--- src/rtl/owsa_pkg.sv ---
package owsa_pkg;

  typedef enum logic [1:0] {
    ST_IDLE  = 2'd0,
    ST_ISSUE = 2'd1,
    ST_SLOT  = 2'd2
  } owsa_state_t;

  typedef enum logic [1:0] {
    PH_TRUE = 2'd0,
    PH_CMP  = 2'd1,
    PH_DIR  = 2'd2
  } owsa_phase_t;

endpackage

--- src/rtl/owsa_decide.sv ---
module owsa_decide (
  input  logic rd_true,
  input  logic rd_cmp,
  input  logic route,
  output logic dir,
  output logic disc
);
  always_comb begin
    case ({rd_true, rd_cmp})
      2'b10:   begin dir = 1'b1;  disc = 1'b0; end
      2'b01:   begin dir = 1'b0;  disc = 1'b0; end
      2'b00:   begin dir = route; disc = 1'b1; end
      default: begin dir = 1'b1;  disc = 1'b1; end
    endcase
  end

  // r5 / r6 / r7: decision rule consistency
  always_comb begin
    if (rd_true != rd_cmp)
      a_r5_differ_rule: assert (dir == rd_true && !disc);
    if (!rd_true && !rd_cmp)
      a_r6_zero_rule: assert (disc && dir == route);
  end
endmodule

--- src/rtl/owsa_lanes.sv ---
module owsa_lanes #(
  parameter int LANES = 4
) (
  input  logic [2*LANES-1:0] tx_q,
  input  logic [LANES-1:0]   dir_vec,
  input  logic [LANES-1:0]   disc_vec,
  output logic [LANES-1:0]   route_vec,
  output logic [2*LANES-1:0] packed_rx
);
  for (genvar k = 0; k < LANES; k++) begin : g_lane
    assign route_vec[k]     = tx_q[2*k+1];
    assign packed_rx[2*k+1] = dir_vec[k];
    assign packed_rx[2*k]   = disc_vec[k];
  end
endmodule

--- src/rtl/owsa_seq.sv ---
module owsa_seq
  import owsa_pkg::*;
#(
  parameter int LANES = 4
) (
  input  logic                  clk,
  input  logic                  rst,
  input  logic                  accel_en,
  input  logic                  tx_wr,
  input  logic [2*LANES-1:0]    tx_byte,
  input  logic [LANES-1:0]      route_vec,
  input  logic                  slot_done,
  input  logic                  slot_rbit,
  output logic                  slot_req,
  output logic                  slot_bit,
  output logic                  busy,
  output logic                  xfer_done,
  output logic                  accel_q,
  output logic [2*LANES-1:0]    tx_q,
  output logic [LANES-1:0]      dir_vec,
  output logic [LANES-1:0]      disc_vec,
  output logic [2*LANES-1:0]    norm_rx
);
  localparam int BYTE_W    = 2 * LANES;
  localparam int IDX_W     = (BYTE_W > 2) ? $clog2(BYTE_W) : 1;
  localparam logic [IDX_W-1:0] LAST_LANE = IDX_W'(LANES - 1);
  localparam logic [IDX_W-1:0] LAST_BIT  = IDX_W'(BYTE_W - 1);

  owsa_state_t       st;
  owsa_phase_t       ph;
  logic [IDX_W-1:0]  idx;
  logic              t_q, c_q;
  logic              route_bit, tx_bit;
  logic              dec_dir, dec_disc;

  always_comb begin
    route_bit = 1'b0;
    for (int k = 0; k < LANES; k++)
      if (idx == IDX_W'(k)) route_bit = route_vec[k];
    tx_bit = 1'b0;
    for (int k = 0; k < BYTE_W; k++)
      if (idx == IDX_W'(k)) tx_bit = tx_q[k];
  end

  owsa_decide u_decide (
    .rd_true (t_q),
    .rd_cmp  (c_q),
    .route   (route_bit),
    .dir     (dec_dir),
    .disc    (dec_disc)
  );

  assign busy = (st != ST_IDLE);

  always_ff @(posedge clk) begin
    if (rst) begin
      st        <= ST_IDLE;
      ph        <= PH_TRUE;
      idx       <= '0;
      t_q       <= 1'b0;
      c_q       <= 1'b0;
      accel_q   <= 1'b0;
      tx_q      <= '0;
      dir_vec   <= '0;
      disc_vec  <= '0;
      norm_rx   <= '0;
      slot_req  <= 1'b0;
      slot_bit  <= 1'b0;
      xfer_done <= 1'b0;
    end else begin
      xfer_done <= 1'b0;
      case (st)
        ST_IDLE: begin
          if (tx_wr) begin
            tx_q    <= tx_byte;
            accel_q <= accel_en;
            idx     <= '0;
            ph      <= PH_TRUE;
            st      <= ST_ISSUE;
          end
        end
        ST_ISSUE: begin
          slot_req <= 1'b1;
          st       <= ST_SLOT;
          if (accel_q) begin
            if (ph == PH_DIR) begin
              slot_bit <= dec_dir;
              for (int k = 0; k < LANES; k++)
                if (idx == IDX_W'(k)) begin
                  dir_vec[k]  <= dec_dir;
                  disc_vec[k] <= dec_disc;
                end
            end else begin
              slot_bit <= 1'b1;
            end
          end else begin
            slot_bit <= tx_bit;
          end
        end
        ST_SLOT: begin
          if (slot_done) begin
            slot_req <= 1'b0;
            if (accel_q) begin
              case (ph)
                PH_TRUE: begin t_q <= slot_rbit; ph <= PH_CMP; st <= ST_ISSUE; end
                PH_CMP:  begin c_q <= slot_rbit; ph <= PH_DIR; st <= ST_ISSUE; end
                default: begin
                  if (idx == LAST_LANE) begin
                    st        <= ST_IDLE;
                    xfer_done <= 1'b1;
                  end else begin
                    idx <= idx + 1'b1;
                    ph  <= PH_TRUE;
                    st  <= ST_ISSUE;
                  end
                end
              endcase
            end else begin
              for (int k = 0; k < BYTE_W; k++)
                if (idx == IDX_W'(k)) norm_rx[k] <= slot_rbit;
              if (idx == LAST_BIT) begin
                st        <= ST_IDLE;
                xfer_done <= 1'b1;
              end else begin
                idx <= idx + 1'b1;
                st  <= ST_ISSUE;
              end
            end
          end
        end
        default: st <= ST_IDLE;
      endcase
    end
  end

  // r12: request handshake
  a_r12_req_hold: assert property (@(posedge clk) disable iff (rst)
    (slot_req && !slot_done) |=> (slot_req && $stable(slot_bit)));
  a_r12_req_drop: assert property (@(posedge clk) disable iff (rst)
    (slot_req && slot_done) |=> !slot_req);
  // r3: both read slots of a triplet are write-1 slots
  a_r3_read_slot_one: assert property (@(posedge clk) disable iff (rst)
    (slot_req && accel_q && ph != PH_DIR) |-> slot_bit);
  // r5: differing reads steer the written direction to the true bit
  a_r5_write_true: assert property (@(posedge clk) disable iff (rst)
    (slot_req && accel_q && ph == PH_DIR && (t_q != c_q)) |-> (slot_bit == t_q));
  // r7: both-one reads still write a one
  a_r7_write_one: assert property (@(posedge clk) disable iff (rst)
    (slot_req && accel_q && ph == PH_DIR && t_q && c_q) |-> slot_bit);
  // r10 / r11: latched byte and mode stay put during an exchange
  a_r11_hold_byte: assert property (@(posedge clk) disable iff (rst)
    busy |=> ($stable(tx_q) && $stable(accel_q)));
endmodule

--- src/rtl/owsa_search_accel.sv ---
module owsa_search_accel #(
  parameter int LANES = 4
) (
  input  logic                 clk,
  input  logic                 rst,
  input  logic                 accel_en,
  input  logic                 tx_wr,
  input  logic [2*LANES-1:0]   tx_byte,
  input  logic                 rx_ack,
  input  logic                 slot_done,
  input  logic                 slot_rbit,
  output logic                 busy,
  output logic                 rx_full,
  output logic [2*LANES-1:0]   rx_byte,
  output logic                 slot_req,
  output logic                 slot_bit
);
  localparam int BYTE_W = 2 * LANES;

  logic              xfer_done, accel_q;
  logic [BYTE_W-1:0] tx_q, norm_rx, packed_rx;
  logic [LANES-1:0]  route_vec, dir_vec, disc_vec;

  owsa_lanes #(.LANES(LANES)) u_lanes (
    .tx_q      (tx_q),
    .dir_vec   (dir_vec),
    .disc_vec  (disc_vec),
    .route_vec (route_vec),
    .packed_rx (packed_rx)
  );

  owsa_seq #(.LANES(LANES)) u_seq (
    .clk       (clk),
    .rst       (rst),
    .accel_en  (accel_en),
    .tx_wr     (tx_wr),
    .tx_byte   (tx_byte),
    .route_vec (route_vec),
    .slot_done (slot_done),
    .slot_rbit (slot_rbit),
    .slot_req  (slot_req),
    .slot_bit  (slot_bit),
    .busy      (busy),
    .xfer_done (xfer_done),
    .accel_q   (accel_q),
    .tx_q      (tx_q),
    .dir_vec   (dir_vec),
    .disc_vec  (disc_vec),
    .norm_rx   (norm_rx)
  );

  always_ff @(posedge clk) begin
    if (rst) begin
      rx_full <= 1'b0;
      rx_byte <= '0;
    end else if (xfer_done) begin
      rx_full <= 1'b1;
      rx_byte <= accel_q ? packed_rx : norm_rx;
    end else if (rx_ack) begin
      rx_full <= 1'b0;
    end
  end

  // r9: receive flag set on completion, cleared by acknowledge
  a_r9_full_set: assert property (@(posedge clk) disable iff (rst)
    xfer_done |=> rx_full);
  a_r9_full_clear: assert property (@(posedge clk) disable iff (rst)
    (rx_ack && !xfer_done) |=> !rx_full);
endmodule

--- config.mk ---
export PLATFORM = sky130hd
export DESIGN_NAME = owsa_search_accel
export DESIGN_NICKNAME = d
export VERILOG_FILES = /design/src/rtl/owsa_pkg.sv /design/src/rtl/owsa_decide.sv /design/src/rtl/owsa_lanes.sv /design/src/rtl/owsa_seq.sv /design/src/rtl/owsa_search_accel.sv
export SDC_FILE = /design/constraint.sdc
export NUM_CORES = 1
export LEC_CHECK = 0
export BUFFER_PORTS_ARGS = -buffer_cell sky130_fd_sc_hd__buf_2
export CAP_MARGIN = 20
export CORE_UTILIZATION = 50
export DETAILED_ROUTE_END_ITERATION = 10
export PLACE_DENSITY = 0.67
export SETUP_SLACK_MARGIN = 0.3
export SLEW_MARGIN = 20
export SYNTH_ARGS = -nofsm -noshare
export SYNTH_HDL_FRONTEND = slang
export SYNTH_HIERARCHICAL = 1
export SYNTH_SLANG_ARGS = --single-unit
--- constraint.sdc ---
create_clock -name clk -period 2.9 [get_ports clk]
set_clock_uncertainty 0.05 [all_clocks]
set_input_delay 0.58 -clock clk [delete_from_list [all_inputs] [get_ports clk]]
set_output_delay 0.58 -clock clk [all_outputs]
set_load 0.01 [all_outputs]
==> metrics.txt, run 1 <==
Sink Count=46; Max Slew Vio Count=0; Gate Count Post-Synth=around 260; DR iter-0 viols=100; detailed placer's ending HPWL=3239 um; worst vdd ir=0.3241 mV; final instance area=2455 um2; f_max=421.0 MHz; Critical R2R Launch=u_seq/idx[1]; CTS buffer count=5; final core utilization=0.5561; most common cell after layout, fill and taps aside=dfxtp_1; Setup CP Type=flip-flop to flip-flop; routed vias/inst=5.326; Final min period=roughly 2.4 ns; # Post-CTS Setup Buffers=0; dpl ws=0.5788 ns; Starting Density=0.5292; CTS clk-pin slew, worst paths=0.09 ns; gpl congestion=0.7509; simple-gate share of the synthesized area=0.2191; DP Area=2361 um2; Internal=0.8662 mW; Die W=70.35 um; maximum buffer depth of the clock tree=2; Final period util=0.8190; combinational fraction of design power=0.089; Sum Neg Setup Slack=0 ns; total global routing overflow=0; Syn Nets=280; Seq/Total Area, Yosys=0.3942; non-filler instance count after layout=about 320; clock root buffer=clkbuf_8; FF-to-FF End=u_seq/slot_bit; post-CTS resize count=0; sequential share of power=0.563; Cells after DPL=308; sw frac=0.2615; Hold Crit Endpoint=u_seq/norm_rx[0]; global-route wire length before repair=7838 um; Mean Syn Cell Area=9.089 um2; num ports=27; cell depth of the worst hold path=2; count of final setup violators=0; Max-slew headroom=0.6527; Clock power frac=0.348; GRT Total Usage=0.2005; Ys Warns=6; antenna-violating nets left=0; crit-path max FO=7; total power=1.173 mW; EDFF count, synth=0; Worst Min Path Start=u_seq/norm_rx[0]; Psw=around 0.31 mW; drt first pass iters=4; post-synthesis compound-gate area fraction=0.1028; hold_ws=0.4091 ns; Crit. End Element=flip-flop; vias post-DR=1683; Async SR Flop Fraction=0; Residual DRC=0; Distinct cells, synth=41; diodes inserted=0; Die Y=70.35 um; synthesized-area fraction occupied by adder cells=0.04285; Pwr Density=between 400 and 500 nW/um2; Worst Path Arrival=2.55 ns; combinational family with the most area after synthesis=simple AND/OR/NAND/NOR gates; Layout area overhead=5.088%; hold-fix buffers at CTS=0; #FFs+latches synth=46; post-synthesis xor/xnor area fraction=0; nets@finish=286; WP data required=3.08 ns; die area=roughly 4900 um2; vias in the first global route=between 1500 and 2000; worst skew pair latency=~0.30 ns; Setup crit start kind=flip-flop; min setup slack post-route=0.5248 ns; Max Cap Viol=0; Reg2Reg Depth=11; Most used DFF post-synth=dfxtp_1; LEAKAGE=between 1 and 1.5 nW; PortBufs=26; largest net degree at the start of global routing=39; CTS tree=built; most frequent cells in the layout=46 x dfxtp_1, 38 x nor2_1, 34 x mux2i_1, 26 x buf_2, 13 x nand2_1; Std-Cell Rows=24; final hold vios=0; Hold Crit Class=flip-flop to flip-flop; DRT Wirelength=between 4000 and 5000 um; Core Footprint=4414 um2; synthesized area=2336 um2; initial antenna violation count=0; H-tree depth=2; Fillers=~420; Worst-Margin Slew=0.5203 ns; mux cell area share after synthesis=0.1457; wire per inst=14.24 um; unrepaired setup endpoints after global routing=false; status=finished clean; share of layout cells above drive strength 1=0.1742; reg-to-reg setup timing slack=0.52 ns
-- area by class of cell --
cell class / count / area [um2] / share of cell area
clock buffer: 5 / 68.82 / 0.02803
clock inverter: 3 / 25.02 / 0.01019
inverter: 10 / 37.54 / 0.01529
multi-input combinational: 172 / 1192 / 0.4857
sequential: 46 / 920.9 / 0.3751
tap: 52 / 65.06 / 0.02650
timing repair buffer: 28 / 145.1 / 0.05912
-- logic make-up (layout without fill, tap and decap cells) --
kind of cell | after synthesis | after routing
AO/OA/AOI/OAI | 34 | 34
AND/OR/NAND/NOR | 96 | 96
multiplexers | 34 | 34
buffers and inverters | 39 | 46
flip-flops | 46 | 46
adder cells (fa/ha/maj) | 8 | 8
-- synth_stat cells (2+ instances only) --
master	count	area share
nor3_1	3	0.0064
dfxtp_1	46	0.39
nor2_1	38	0.061
buf_6	3	0.014
inv_1	10	0.016
buf_4	13	0.042
nand2b_1	6	0.016
ha_1	8	0.043
mux2i_1	34	0.15
nor3b_1	2	0.0064
clkbuf_1	8	0.013
a211oi_1	10	0.032
nand3b_1	3	0.0096
nand2_1	13	0.021
nand3_1	11	0.024
a21oi_1	11	0.024
and4bb_2	2	0.011
nor2b_1	9	0.024
buf_2	4	0.0086
or2_2	2	0.0054
-- per-layer routing --
metal | GRT usage | routed length (um) | vias up
met5 | 0 | 0 | -
met4 | 0.07333 | 59 | 0
met3 | 0.05051 | 175 | 5
met2 | 0.2942 | 1888 | 34
met1 | 0.2822 | 2377 | 764
li1 | - | - | 880
-- power groups by stage --
stage          logic [mW]  registers (mW)  clock network [mW]
3_3_place_gp        0.102           0.675                   0
4_1_cts             0.104           0.661               0.423
5_1_grt             0.113           0.664               0.450
3_5_place_dp        0.104           0.676                   0
6_report            0.104           0.661               0.408
2_1_floorplan      0.0898           0.667                   0
-- critical path, stage by stage, from the launching register on --
cell	delay, ns
dfxtp_1	0.39
inv_1	0.08
ha_1	0.25
nor2b_1	0.22
a221oi_1	0.13
o41ai_1	0.35
nand2_1	0.08
o21ai_1	0.22
nor4bb_1	0.10
a21oi_1	0.14
mux2i_1	0.10
a211oi_1	0.20
-- worst max-delay path by stage --
stage	slack (ns)	cells past startpoint	start	endpoint
2_1_floorplan	0.73	11	u_seq/idx[2]	u_seq/slot_bit
3_3_place_gp	0.66	9	u_seq/idx[2]	u_seq/slot_bit
3_5_place_dp	0.58	11	u_seq/idx[1]	u_seq/slot_bit
4_1_cts	0.56	9	u_seq/idx[2]	u_seq/slot_bit
5_1_grt	0.33	9	u_seq/idx[2]	u_seq/slot_bit
6_report	0.52	11	u_seq/idx[1]	u_seq/slot_bit
-- state kept, by name (all words and copies together) (netlist names) --
| name | cells |
|---|---|
| u_seq/accel_q | 1 |
| u_seq/t_q | 1 |
| u_seq/norm_rx | 8 |
| rx_full | 1 |
| u_seq/disc_vec | 4 |
| u_seq/c_q | 1 |
| u_seq/xfer_done | 1 |
| u_seq/st | 2 |
| u_seq/tx_q | 8 |
| u_seq/idx | 3 |
| rx_byte | 8 |
| u_seq/dir_vec | 4 |
| u_seq/slot_req | 1 |
| u_seq/ph | 2 |
| u_seq/slot_bit | 1 |
(Power assumes the default switching activity.)
==> run 2: changes to the inputs <==
==> constraint.sdc (replaced) <==
create_clock -name clk -period 2.4 [get_ports clk]
set_clock_uncertainty 0.05 [all_clocks]
set_input_delay 0.48 -clock clk [delete_from_list [all_inputs] [get_ports clk]]
set_output_delay 0.48 -clock clk [all_outputs]
set_load 0.01 [all_outputs]
==> run 2 against run 1 <==
  * Non-clock buffer count up 4
  * Clock power rose by 41%
  * Worst setup slack worse by 0.12 ns
  * Maximum frequency up 19%
  * Sequential share of layout area shrank 1.2 points
  * Critical path depth fell by 4
  * Total power grew 29%
  * Clock-buffer cell count up 1
  * Sequential power up 21%
  * Final cell count increased by 1.3%
  * Critical endpoint unchanged
==> metrics.txt, run 2 (same netlist as run 1, synthesis figures left out) <==
DR iter-0 viols=125 (was 100); CTS buffer count=5 (unchanged); Core Footprint=4414 um2 (unchanged); Psw=0.3589 mW (was 0.3067 mW); Reg area=923.4 um2 (was 920.9 um2); Setup CP Type=flip-flop to flip-flop (unchanged); total power=1.511 mW (was 1.173 mW); gpl congestion=0.8161 (was 0.7509); unrepaired setup endpoints after global routing=false (unchanged); Multi-input gate area=1232 um2 (was 1192 um2); Worst path most repeated cell=ha_1; DP Area=2391 um2 (was 2361 um2); hold-fix buffers at CTS=0 (unchanged); Residual DRC=0 (unchanged); worst skew pair latency=0.30 ns (about the same); CTS clk-pin slew, worst paths=0.09 ns (about the same); Die W=70.35 um (unchanged); clock root buffer=clkbuf_8 (unchanged); DRT Wirelength=4732 um (was 4501 um); most common cell after layout, fill and taps aside=dfxtp_1 (unchanged); non-filler instance count after layout=320 (was 316); critical path's slowest cell=dfxtp_2 (was dfxtp_1); routed vias/inst=5.503 (was 5.326); wire per inst=14.79 um (was 14.24 um); Starting Density=0.5292 (unchanged); Worst-Margin Slew=0.5613 ns (was 0.5203 ns); crit path buf inv count=1 (unchanged); Worst Path Arrival=2.16 ns (was 2.55 ns); sw frac=0.2375 (was 0.2615); Cells after DPL=312 (was 308); vias post-DR=1761 (was 1683); H-tree depth=2 (unchanged); Die Y=70.35 um (unchanged); CTS tree=built (unchanged); Largest regs=rx_byte: 8 flops, u_seq/norm_rx: 8 flops, u_seq/tx_q: 8 flops (unchanged); Crit. End Element=flip-flop (unchanged); Sink Count=46 (unchanged); drt first pass iters=4 (unchanged); Fillers=380 (was 422); Layout area overhead=8.891% (was 5.088%); final hold vios=0 (unchanged); Final min period=1.992 ns (was 2.375 ns); PortBufs=26 (unchanged); Max Slew Vio Count=0 (unchanged); final core utilization=0.5762 (was 0.5561); status=finished clean (unchanged); sequential share of power=0.531 (was 0.563); crit-path max FO=8 (was 7); CP peak stage delay=0.35 ns (was 0.39 ns); Final period util=0.8301 (was 0.8190); detailed placer's ending HPWL=3380 um (was 3239 um); combinational fraction of design power=0.087 (was 0.089); GRT Total Usage=0.2069 (was 0.2005); Max Cap Viol=0 (unchanged); LEAKAGE=1.055 nW (was 1.005 nW); Pwr Density=593.9 nW/um2 (was 477.8 nW/um2); Sum Neg Setup Slack=0 ns (unchanged); maximum buffer depth of the clock tree=2 (unchanged); diodes inserted=0 (unchanged); Setup crit start kind=flip-flop (unchanged); f_max=501.9 MHz (was 421.0 MHz); antenna-violating nets left=0 (unchanged); largest net degree at the start of global routing=26 (was 39); Hold Crit Class=input port to flip-flop (was flip-flop to flip-flop); kind of cell adding the most delay to the critical path=compound AO/OA/AOI/OAI gates (unchanged); count of final setup violators=0 (unchanged); Std-Cell Rows=24 (unchanged); most frequent cells in the layout=44 x dfxtp_1, 38 x nor2_1, 34 x mux2i_1, 26 x buf_2, 13 x nand2_1 (was 46 x dfxtp_1, 38 x nor2_1, 34 x mux2i_1, 26 x buf_2, 13 x nand2_1); num ports=27 (unchanged); worst vdd ir=0.3877 mV (was 0.3241 mV); Max-slew headroom=0.6253 (was 0.6527); final instance area=2544 um2 (was 2455 um2); vias in the first global route=1647 (was 1602); nets@finish=290 (was 286); die area=4949 um2 (unchanged); Clock power frac=0.382 (was 0.348); total global routing overflow=0 (unchanged); global-route wire length before repair=8086 um (was 7838 um); share of layout cells above drive strength 1=0.2127 (was 0.1742); WP data required=2.56 ns (was 3.08 ns); CP Cell Sequence=ha_1 -> ha_1 -> buf_4 -> nor2b_1 -> o31ai_1 -> o311ai_0 -> a211oi_1 (was inv_1 -> ha_1 -> nor2b_1 -> a221oi_1 -> o41ai_1 -> nand2_1 -> o21ai_1 -> nor4bb_1 -> a21oi_1 -> mux2i_1 -> a211oi_1); Internal=1.152 mW (was 0.8662 mW); initial antenna violation count=0 (unchanged)
-- run 2: changes by cell type in the layout (fill, tap and decap cells not counted), sizes merged --
cell and change:
clkbuf +1, bufinv +1, buf +4, clkinv -1, inv -1
-- run 2: worst min-delay path, cell delays in order --
cell and delay (ns):
buf_2 0.07, mux2i_1 0.05, nor2_1 0.07
-- run 2: cell type report --
type / count / share of cell area
multi-input cells: 172 / 0.4845
flip-flops and latches: 46 / 0.3630
repair buffers: 32 / 0.06886
clock buffers: 6 / 0.02853
well taps: 52 / 0.02558
clock inverters: 2 / 0.01476
inverters: 10 / 0.01476
-- run 2: timing repair --
item / CTS / global route
resized for setup: 3 / 7
endpoints found under the hold margin: 0 / 0
pin swaps: 0 / 1
buffers inserted: 0 / 0
cloned: 0 / 0
setup endpoints to repair: 1 / 6
-- run 2: stage by stage --
stage | setup WS [ns] | hold slack [ns]
floorplan | 0.3237 | 0.3857
global placement | 0.3489 | 0.3939
detailed placement | 0.2752 | 0.3966
CTS | 0.3315 | 0.3539
global route | 0.3021 | 0.3526
finish | 0.4077 | 0.3600
-- run 2: path summary, 6_finish.rpt --
check | start | endpoint | slack, ns | depth (start not counted)
worst min-delay path | tx_byte[3] | u_seq/tx_q[3] | 0.36 | 3
worst max register to register | u_seq/idx[0] | u_seq/slot_bit | 0.41 | 7
worst min register to register | u_seq/norm_rx[1] | u_seq/norm_rx[1] | 0.41 | 2
worst max-delay path | u_seq/idx[0] | u_seq/slot_bit | 0.41 | 7
-- run 2: power by group through the flow --
| stage | registers (mW) | clock network [mW] | logic, mW |
|---|---|---|---|
| floorplan | 0.806 | 0 | 0.109 |
| global placement | 0.819 | 0 | 0.123 |
| detailed placement | 0.819 | 0 | 0.125 |
| CTS | 0.802 | 0.594 | 0.126 |
| global route | 0.806 | 0.621 | 0.142 |
| finish | 0.803 | 0.577 | 0.131 |
-- run 2: metal layers --
metal / routed length (um) / part of all wire / vias up / GRT usage
li1: - / - / 888 / -
met2: 2120 / 0.45 / 44 / 0.3196
met4: 58 / 0.012 / 0 / 0.07333
met1: 2385 / 0.50 / 824 / 0.2839
met5: 0 / 0 / - / 0
met3: 168 / 0.036 / 5 / 0.04329
==> run 3: changes to the inputs <==
--- a/config.mk
+++ b/config.mk
@@ -9,7 +9,7 @@
 export CAP_MARGIN = 20
 export CORE_UTILIZATION = 50
 export DETAILED_ROUTE_END_ITERATION = 10
-export PLACE_DENSITY = 0.67
+export PLACE_DENSITY = 0.7
 export SETUP_SLACK_MARGIN = 0.3
 export SLEW_MARGIN = 20
 export SYNTH_ARGS = -nofsm -noshare
==> constraint.sdc (replaced) <==
create_clock -name clk -period 1.65 [get_ports clk]
set_clock_uncertainty 0.05 [all_clocks]
set_input_delay 0.33 -clock clk [delete_from_list [all_inputs] [get_ports clk]]
set_output_delay 0.33 -clock clk [all_outputs]
set_load 0.01 [all_outputs]
==> run 3 against run 2 <==
  * The run now ends with negative setup slack left
  * Largest cell class unchanged
  * Total power is 48% higher
  * Core utilization is 6.8 points higher
  * Clock-buffer cell count stayed put
  * Sequential share of layout area is 3.4 points lower
  * Maximum frequency is 5.9% higher
  * Register-to-register slack worse by 0.64 ns
  * Worst setup slack worse by 0.64 ns
  * Non-clock buffer count is 21 higher
  * Sequential cell count stayed put
  * First-iteration DRC count is 15% lower
==> metrics.txt, run 3 (same netlist as run 1, synthesis figures left out) <==
status=finished with violations (was finished clean); failing checks=negative setup slack; WP data required=1.77 ns (was 2.56 ns); GRT Total Usage=0.2042 (was 0.2069); Residual DRC=0 (unchanged); Top Usage Layer GRT=met2 (unchanged); Largest regs=rx_byte: 8 flops, u_seq/norm_rx: 8 flops, u_seq/tx_q: 8 flops (unchanged); Final period util=1.140 (was 0.8301); vias post-DR=1840 (was 1761); num ports=27 (unchanged); initial antenna violation count=0 (unchanged); die area=4949 um2 (unchanged); largest net degree at the start of global routing=20 (was 26); LEAKAGE=1.187 nW (was 1.055 nW); DR iter-0 viols=106 (was 125); most frequent cells in the layout=40 x dfxtp_1, 38 x nor2_1, 34 x mux2i_1, 25 x buf_2, 21 x buf_4 (was 44 x dfxtp_1, 38 x nor2_1, 34 x mux2i_1, 26 x buf_2, 13 x nand2_1); CP peak stage delay=0.37 ns (was 0.35 ns); vias in the first global route=1722 (was 1647); hold_ws=0.2156 ns (was 0.3600 ns); share of layout cells above drive strength 1=0.3218 (was 0.2127); worst vdd ir=0.4468 mV (was 0.3877 mV); H-tree depth=2 (unchanged); met2 GRT Util=0.3270 (was 0.3196); clock root buffer=clkbuf_8 (unchanged); kind of cell adding the most delay to the critical path=compound AO/OA/AOI/OAI gates (unchanged); detailed placer's ending HPWL=3481 um (was 3380 um); Setup crit start kind=flip-flop (unchanged); f_max=531.8 MHz (was 501.9 MHz); most common cell after layout, fill and taps aside=dfxtp_1 (unchanged); Crit. End Element=flip-flop (unchanged); critical path's slowest cell=dfxtp_4 (was dfxtp_2); Max-slew headroom=0.6403 (was 0.6253); Core Footprint=4414 um2 (unchanged); final hold vios=0 (unchanged); CP Cell Sequence=inv_2 -> ha_4 -> nor2b_4 -> a221oi_2 -> o41ai_2 -> nand2_1 -> o21ai_2 -> nor4bb_1 -> a21oi_1 -> mux2i_1 -> a211oi_1 (was ha_1 -> ha_1 -> buf_4 -> nor2b_1 -> o31ai_1 -> o311ai_0 -> a211oi_1); min setup slack post-route=-0.2304 ns (was 0.4077 ns); Die W=70.35 um (unchanged); count of final setup violators=10 (was 0); routed vias/inst=5.396 (was 5.503); CTS clk-pin slew, worst paths=0.08 ns (was 0.09 ns); Sink Count=46 (unchanged); Pwr Density=786.9 nW/um2 (was 593.9 nW/um2); Layout area overhead=21.80% (was 8.891%); final core utilization=0.6446 (was 0.5762); Final min period=1.880 ns (was 1.992 ns); hold-fix buffers at CTS=0 (unchanged); PortBufs=26 (unchanged); wire per inst=13.65 um (was 14.79 um); CTS buffer count=5 (unchanged); DRT Wirelength=4654 um (was 4732 um); met3 GRT Util=0.03463 (was 0.04329); antenna-violating nets left=0 (unchanged); Std-Cell Rows=24 (unchanged); met1 Use GR=0.2749 (was 0.2839); Setup CP Type=flip-flop to flip-flop (unchanged); unrepaired setup endpoints after global routing=true (was false); diodes inserted=0 (unchanged); global-route wire length before repair=8073 um (was 8086 um); Hold Crit Class=input port to flip-flop (unchanged); CTS tree=built (unchanged); total global routing overflow=0 (unchanged); Max Slew Vio Count=0 (unchanged); Worst-Margin Slew=0.5388 ns (was 0.5613 ns); crit-path max FO=4 (was 8); Starting Density=0.5292 (unchanged); nets@finish=311 (was 290); maximum buffer depth of the clock tree=2 (unchanged); worst skew pair latency=0.30 ns (about the same); gpl congestion=0.8056 (was 0.8161); total power=2.239 mW (was 1.511 mW); drt first pass iters=4 (unchanged); crit path buf inv count=1 (unchanged); Worst Path Arrival=2.00 ns (was 2.16 ns); Max Cap Viol=0 (unchanged); Die Y=70.35 um (unchanged)
==> run 3: worst paths after layout <==
path | from | to | slack, ns | cells after the start
min reg2reg | u_seq/norm_rx[3] | u_seq/norm_rx[3] | 0.41 | 2
max | u_seq/idx[1] | u_seq/slot_bit | -0.23 | 11
min | tx_byte[3] | u_seq/tx_q[3] | 0.22 | 3
max reg2reg | u_seq/idx[1] | u_seq/slot_bit | -0.23 | 11
==> run 3: power breakdown <==
group          total, mW  switching, mW  internal [mW]
clock network      0.824          0.372          0.452
logic              0.258          0.119          0.139
registers           1.16         0.0271           1.13
total               2.24          0.518           1.72
==> run 3: metrics by stage <==
step / cells / setup TNS (ns) / setup WS [ns] / area, um2
6_report: 341 / -1.245 / -0.2304 / 2845
5_1_grt: 341 / -2.132 / -0.3433 / 2845
4_1_cts: 339 / -1.203 / -0.2129 / 2785
2_1_floorplan: 257 / -0.2368 / -0.1726 / 2440
3_3_place_gp: 327 / -0.5633 / -0.2210 / 2605
3_5_place_dp: 327 / -0.9926 / -0.2806 / 2605
==> run 3: cell type report <==
type | instances | area (um2)
Sequential cell | 46 | 935.9
Fill cell | 374 | 1569
Inverter | 10 | 40.04
Tap cell | 52 | 65.06
Timing Repair Buffer | 53 | 387.9
Clock inverter | 2 | 37.54
Clock buffer | 6 | 72.57
Multi-Input combinational cell | 172 | 1306
==> run 3: worst reg2reg max path, stage by stage, from the launching register on <==
cell,delay (ns)
dfxtp_4,0.37
inv_2,0.06
ha_4,0.16
nor2b_4,0.12
a221oi_2,0.26
o41ai_2,0.09
nand2_1,0.08
o21ai_2,0.06
nor4bb_1,0.24
a21oi_1,0.06
mux2i_1,0.13
a211oi_1,0.06
==> run 3: what timing repair did <==
item                                    CTS  global route
gates resized for setup                   9            10
pin swaps                                 5             7
endpoints found under the setup margin   35            31
hold endpoints to repair                  0             0
buffers inserted                          4             2
==> run 3: layer usage <==
layer  vias up  share of wire
li1        933              -
met3         8          0.024
met2        29           0.47
met4         0          0.015
met1       870           0.49
met5         -              0
